==> config.mk <==
export PLATFORM = sky130hd
export DESIGN_NAME = hazard_ctl
export DESIGN_NICKNAME = d
export VERILOG_FILES = /design/src/rtl/hazard_ctl.sv
export SDC_FILE = /design/constraint.sdc
export NUM_CORES = 1
export LEC_CHECK = 0
export BUFFER_PORTS_ARGS = -buffer_cell sky130_fd_sc_hd__buf_2
export CAP_MARGIN = 20
export CORE_MARGIN = 4
export CORE_UTILIZATION = 34
export DETAILED_ROUTE_END_ITERATION = 6
export PLACE_DENSITY_LB_ADDON = 0.12
export RECOVER_POWER = 25
export REMOVE_ABC_BUFFERS = 1
export SETUP_SLACK_MARGIN = 0.4
export SYNTH_ARGS = -nofsm -noshare
export SYNTH_HDL_FRONTEND = slang
export SYNTH_SLANG_ARGS = --single-unit
export TNS_END_PERCENT = 20
==> constraint.sdc <==
create_clock -name vclk -period 1.49
set_input_delay 0.0745 -clock vclk [all_inputs]
set_output_delay 0.0745 -clock vclk [all_outputs]
set_load 0.02 [all_outputs]
==> src/rtl/hazard_ctl.sv <==
module hazard_ctl #(
  parameter int REG_AW = 5,
  parameter int CSR_AW = 12
) (
  input  logic              clk,
  input  logic              rst_n,
  input  logic              id_valid,
  input  logic              id_rs1_en,
  input  logic [REG_AW-1:0] id_rs1,
  input  logic              id_rs2_en,
  input  logic [REG_AW-1:0] id_rs2,
  input  logic              id_jreg,
  input  logic              id_csr_ird,
  input  logic              ex_valid,
  input  logic [REG_AW-1:0] ex_rd,
  input  logic              ex_load,
  input  logic              ex_csr_erd,
  input  logic              ex_csr_ewr,
  input  logic              ex_csr_ird,
  input  logic              ex_csr_iwr,
  input  logic [CSR_AW-1:0] ex_csr_addr,
  input  logic              wb_valid,
  input  logic [REG_AW-1:0] wb_rd,
  input  logic              wb_load,
  input  logic              wb_csr_erd,
  input  logic              wb_csr_ewr,
  input  logic              wb_csr_ird,
  input  logic              wb_csr_iwr,
  input  logic [CSR_AW-1:0] wb_csr_addr,
  output logic              hold_if,
  output logic              stall_id,
  output logic              stall_ex,
  output logic              bubble_ex,
  output logic              bubble_wb,
  output logic [2:0]        cause
);

  localparam logic [2:0] C_NONE = 3'd0;
  localparam logic [2:0] C_LU   = 3'd1;
  localparam logic [2:0] C_JA   = 3'd2;
  localparam logic [2:0] C_JL   = 3'd3;
  localparam logic [2:0] C_IC   = 3'd4;
  localparam logic [2:0] C_XI   = 3'd5;
  localparam logic [2:0] C_XE   = 3'd6;

  logic ex_wr, wb_wr;
  logic rs1_ex, rs2_ex, jr_ex, jr_wb;
  logic ex_csr_any, wb_csr_any, csr_same;
  logic h_lu, h_ja, h_jl, h_ic, h_xi, h_xe;
  logic id_haz, ex_haz;

  assign ex_wr = ex_valid && (ex_rd != '0);
  assign wb_wr = wb_valid && (wb_rd != '0);

  assign rs1_ex = id_rs1_en && ex_wr && (id_rs1 == ex_rd);
  assign rs2_ex = id_rs2_en && ex_wr && (id_rs2 == ex_rd);
  assign jr_ex  = ex_wr && (id_rs1 == ex_rd);
  assign jr_wb  = wb_wr && (id_rs1 == wb_rd);

  assign ex_csr_any = ex_valid && (ex_csr_erd || ex_csr_ewr || ex_csr_ird || ex_csr_iwr);
  assign wb_csr_any = wb_valid && (wb_csr_erd || wb_csr_ewr || wb_csr_ird || wb_csr_iwr);
  assign csr_same   = (ex_csr_addr == wb_csr_addr);

  assign h_lu = id_valid && ex_load && (rs1_ex || rs2_ex);
  assign h_jl = id_valid && id_jreg && ((jr_ex && ex_load) || (jr_wb && wb_load));
  assign h_ja = id_valid && id_jreg && jr_ex && !ex_load;
  assign h_ic = id_valid && id_csr_ird && (ex_csr_any || wb_csr_any);
  assign h_xi = ex_valid && ex_csr_ird && wb_csr_any;
  assign h_xe = ex_valid && ex_csr_erd && wb_valid &&
                (wb_csr_iwr || (wb_csr_ewr && csr_same));

  assign ex_haz = h_xi || h_xe;
  assign id_haz = h_lu || h_ja || h_jl || h_ic;

  assign stall_ex  = ex_haz;
  assign stall_id  = ex_haz || id_haz;
  assign hold_if   = stall_id;
  assign bubble_wb = ex_haz;
  assign bubble_ex = id_haz && !ex_haz;

  always_comb begin
    if (h_xi)      cause = C_XI;
    else if (h_xe) cause = C_XE;
    else if (h_jl) cause = C_JL;
    else if (h_ja) cause = C_JA;
    else if (h_ic) cause = C_IC;
    else if (h_lu) cause = C_LU;
    else           cause = C_NONE;
  end

  // load feeding the next instruction holds decode
  p_load_use_r1: assert property (@(posedge clk) disable iff (!rst_n)
    (id_valid && ex_valid && ex_load && ex_rd != '0 &&
     ((id_rs1_en && id_rs1 == ex_rd) || (id_rs2_en && id_rs2 == ex_rd)))
    |-> (stall_id && hold_if));

  // jump base produced by a load in writeback still holds decode
  p_jreg_load_wb_r3: assert property (@(posedge clk) disable iff (!rst_n)
    (id_valid && id_jreg && wb_valid && wb_load && wb_rd != '0 && id_rs1 == wb_rd)
    |-> stall_id);

  // implicit CSR reader in decode waits for any CSR access ahead
  p_csr_id_r4: assert property (@(posedge clk) disable iff (!rst_n)
    (id_valid && id_csr_ird && ex_valid && (ex_csr_erd || ex_csr_ewr))
    |-> stall_id);

  // explicit write to another address does not hold an explicit reader
  p_csr_addr_r6: assert property (@(posedge clk) disable iff (!rst_n)
    (ex_valid && ex_csr_erd && !ex_csr_ird && wb_valid && !wb_csr_iwr &&
     ex_csr_addr != wb_csr_addr) |-> !stall_ex);

  // no register hazard on x0
  p_x0_free_r7: assert property (@(posedge clk) disable iff (!rst_n)
    (ex_rd == '0 && wb_rd == '0 && !id_csr_ird && !ex_csr_ird && !ex_csr_erd)
    |-> (!stall_id && cause == 3'd0));

  // execute stall holds everything before it and empties writeback only
  p_ex_stall_r8: assert property (@(posedge clk) disable iff (!rst_n)
    stall_ex |-> (stall_id && hold_if && bubble_wb && !bubble_ex && cause >= 3'd5));

  // outputs quiet when no stage holds an instruction
  p_idle_r9: assert property (@(posedge clk) disable iff (!rst_n)
    (!id_valid && !ex_valid) |-> (!stall_id && !bubble_wb && cause == 3'd0));

endmodule

## Word-level counts from Yosys, hierarchy flattened

Cells that the tools add are included.

- Flip-flop bits (word level): 0
- Latch bits: 0
- Bits in writable memories: 0
- Bits in read-only memories: 0
- Memories kept: 0

- $add $sub $neg: 0
- Multiply operators: 0
- Divide/modulo/power cells: 0
- Magnitude comparators: 0
- Equality and inequality tests: 4
- Shifts and indexed selects: 0
- Multiplexer cells: 6
- Bitwise gates (word level): 0
- Reduce and logical (&&, ||, !) cells: 46

Operators by type and width:

| operator | number |
|---|---|
| $logic_and 1x1->1 | 27 |
| $eq 5x5->1 | 3 |
| $logic_or 1x1->1 | 15 |
| $mux 3 | 5 |
| $eq 12x12->1 | 1 |
| $reduce_bool 5->1 | 2 |
| $logic_not 1->1 | 2 |
| $mux 1 | 1 |

## Longest topological paths before layout

- Depth after elaboration: 12
- Depth in mapped cells: 6

## Worst setup path before layout

Ideal clock, no wire load.

- Path kind: input to output
- Start point: in ex_rd[1]
- End point: out stall_id
- Data arrival time: 1.598 ns
- Data required time: 1.416 ns
- Path slack: -0.182 ns
- Stages on the path: 6
- Path buffers: 1
- Cells stage by stage: or4_4 -> o211ai_2 -> nor2_2 -> a211oi_2 -> nand4_1 -> buf_4

- Cells in the longest elaborated chain, start to end: 10
- Elaborated cells between the ends (all ways): 20
- Those cells by class: 2 x eq/ne; 18 x reduce/logical

Ends and longest elaborated chain:

| what | RTL line | source |
|---|---|---|
| start: declaration | 15 | `input logic [REG_AW-1:0] ex_rd,` |
| $reduce_bool 5->1 | 52 | `assign ex_wr = ex_valid && (ex_rd != '0);` |
| $logic_and 1x1->1 | 52 |  |
| $logic_and 1x1->1 (on tied branches) (2 in a row) | 55, 56 |  |
| $logic_or 1x1->1 | 64 | `assign h_lu = id_valid && ex_load && (rs1_ex \|\| rs2_ex);` |
| $logic_and 1x1->1 | 64 |  |
| $logic_or 1x1->1 | 73 | `assign id_haz = h_lu \|\| h_ja \|\| h_jl \|\| h_ic;` |
| $logic_or 1x1->1 (*) (2 in a row) | 73 |  |
| $logic_or 1x1->1 (*) | 76 | `assign stall_id = ex_haz \|\| id_haz;` |
| end: declaration | 31 | `output logic stall_id,` |

Mark *: on every way between the ends. The rest lies on a longest branch, timed or not.

## Worst setup path after layout

- Start point: in ex_rd[2]
- End point: out hold_if

- Cells in the longest elaborated chain, start to end: 10
- Elaborated cells between the ends (all ways): 20
- Those cells by class: 2 x eq/ne; 18 x reduce/logical

Ends and longest elaborated chain:

| what | RTL line | source |
|---|---|---|
| $reduce_bool 5->1 | 52 |  |
| $logic_and 1x1->1 | 52 |  |
| $logic_and 1x1->1 (on tied branches) (2 in a row) | 55, 56 |  |
| $logic_or 1x1->1 | 64 |  |
| $logic_and 1x1->1 | 64 |  |
| $logic_or 1x1->1 | 73 |  |
| $logic_or 1x1->1 (*) (2 in a row) | 73 |  |
| $logic_or 1x1->1 (*) | 76 |  |
| end: declaration | 30 | `output logic hold_if,` |

Marked as above.

==> flow_metrics.tcl <==
set metrics [dict create \
    pin_count 71 \
    path_cells "buf_2, or4_4, o21ai_2, nor4_4, a211oi_2, nand4_1, buf_4" \
    setup_slack_ns -0.142 \
    crit_arrival_ns 1.56 \
    seq_area_um2 0 \
    p_leak_nw 0.485 \
    timing.slew.headroom_pct 77.4 \
    synth-compound-area-share_pct 19.4 \
    cp-start-kind "primary input" \
    crit_fanout 3 \
    clkbuf_count 0 \
    syn_inst 72 \
    maxCapViolCount 0 \
    yosysSeqAreaShare_pct 0 \
    worstHoldPathCells 4 \
    end_kind "output pin" \
    globalRouteMet2Util_pct 30.7 \
    post-route-period-util_pct 110 \
    synth_warnings 0 \
    worstSetupPathType "in -> out" \
    finalSetupViolCount 5 \
    hold_class "in -> out" \
    finalInstanceArea_um2 1040 \
    coreArea_um2 1520 \
    synthMuxAreaShare_pct 0 \
    max_freq_mhz 613 \
    post-route-min-period_ns 1.63 \
    violations "negative setup slack" \
    grtUsageMet3_pct 0.369 \
    finalNonFillerCells 162 \
    fp.dieW_um 48.2 \
    synth_top_area_share_pct 39.9 \
    syn_area_um2 549 \
    postCtsHoldBufs 0 \
    io_buffers 69 \
    hold_violations 0 \
    outcome "finished with violations" \
    grt_pass1_wl_mm 2.66 \
    crit_buf_inv 2 \
    antenna_found_initial 0 \
    max-vdd-ir-drop_uv 164 \
    drc_errors 0 \
    grt_setup_unrepaired "yes" \
    crit_cells 7 \
    rows 14 \
    initial_core_util_pct 36.0 \
    synth-simple-area-share_pct 35.8 \
    synth_top_family_by_area "XOR/XNOR gates" \
    wl_mm 1.99 \
    placed_cell_area_um2 952 \
    place_hpwl_mm 1.75 \
    slew_violations 0 \
    drtAntennaViolNets 0 \
    gr-total-overflow 0 \
    antenna_cells 0 \
    place_ws_ns -0.144 \
    post-synth-top-area-cell "xnor2_1" \
    seq_cells 0 \
    post_drt_wl_per_cell_um 12.3 \
    die_y_um 48.2 \
    grt-busiest-layer "met2" \
    synth_area_leaders "xnor2_1 40%, nand4_1 6.8%, nand3_1 4.6%, nor4_2 4.6%, or4_1 4.1%" \
    post-place-cells 162 \
    grt_max_degree 8 \
    dr.first_iter.drc_count 6 \
    firstDrtPassIters 4 \
    path_delay_family "simple AND/OR/NAND/NOR gates" \
    synth_adder_area_share_pct 0 \
    final_nets 211 \
    area_delta_synth_final_pct 89.3 \
    synth_cell_types 28 \
    drive_above_1_share_pct 62.3 \
    cp_slowest_cell "or4_4" \
    worst_ep_required_time_ns 1.42 \
    track_usage_pct 14.9 \
    setup_tns_ns -0.492 \
    avgViaCountPerCell 5.25 \
    synth_xor_area_share_pct 41.5 \
    design.die.area_um2 2320 \
    postLayoutCoreUtil_pct 68.2 \
    worst_pin_slew_ns 0.336 \
    powerDensity_nw_per_um2 294 \
    synth.avg_cell_area_um2 7.63 \
    grt_pass1_vias 727 \
    slowest_delay_ns 0.53 \
    gp_congestion 0.859 \
    met1_usage_pct 16.7 \
    num_vias 851 \
]
==> stage by stage <==
stage               total power, mW  hold WS, ns
detailed placement            0.276        0.582
floorplan                     0.128        0.371
global placement              0.271        0.579
finish                        0.305        0.585
global route                  0.333        0.608
CTS                           0.293        0.582
==> area by class of cell <==
class,count,area [µm²]
inverters,1,3.75
multi-input cells,69,587
repair buffers,76,429
fillers,135,484
well taps,16,20.0
==> logic make-up after synthesis <==
| kind of cell | Yosys count |
|---|---|
| AOI/OAI and AO/OA | 12 |
| xor gates and xnor gates | 26 |
| buffers and inverters | 3 |
| and+or+nand+nor | 31 |
==> synth_stat cells (2+ instances only) <==
| master | n |
|---|---|
| nand3_1 | 5 |
| or4_1 | 3 |
| nor2_1 | 2 |
| nor4_1 | 2 |
| nand2_1 | 5 |
| nor4_2 | 2 |
| a21oi_1 | 2 |
| xnor2_1 | 25 |
| buf_4 | 2 |
| nand4_1 | 6 |
==> timing repair <==
action | in CTS | in global routing
gates cloned | 0 | 0
endpoints found under the setup margin | 8 | 8
endpoints found under the hold margin | 0 | 0
pin swaps | 3 | 5
setup buffers | 0 | 0
gates resized for setup | 12 | 8
==> power by group <==
group | internal (mW) | total, mW | leakage [nW] | switching (mW)
registers | 0 | 0 | 0 | 0
logic | 0.167 | 0.305 | 0.485 | 0.138
clock network | 0 | 0 | 0 | 0
total | 0.167 | 0.305 | 0.485 | 0.138
==> worst paths after layout <==
path	start	to	slack, ns
setup / recovery	ex_rd[2]	hold_if	-0.14
hold / removal	id_csr_ird	bubble_ex	0.59
==> layer usage <==
layer	up-vias	part of all wire, %
met1	379	35
met5	-	0
met4	0	0.40
li1	424	-
met3	2	12
met2	46	52
==> cell usage in the layout (no fill, tap or decap), drive strengths merged <==
cell type / synthesis / final
nor2: 3 / 3
o2111ai: 1 / 1
a22o: 1 / 1
o2111a: 1 / 1
a21oi: 2 / 2
inv: 1 / 1
and4: 1 / 1
and2: 1 / 1
buf: 2 / 76
a211oi: 2 / 2
o311ai: 1 / 1
o211ai: 1 / 1
or4: 4 / 4
a22oi: 1 / 1
nand2: 5 / 5
xnor2: 25 / 25
nand4: 6 / 6
xor2: 1 / 1
o21ai: 1 / 1
nand3: 6 / 6
o22ai: 1 / 1
nor3: 1 / 1
nor4: 4 / 4
Power figures use the tool's default switching activity.
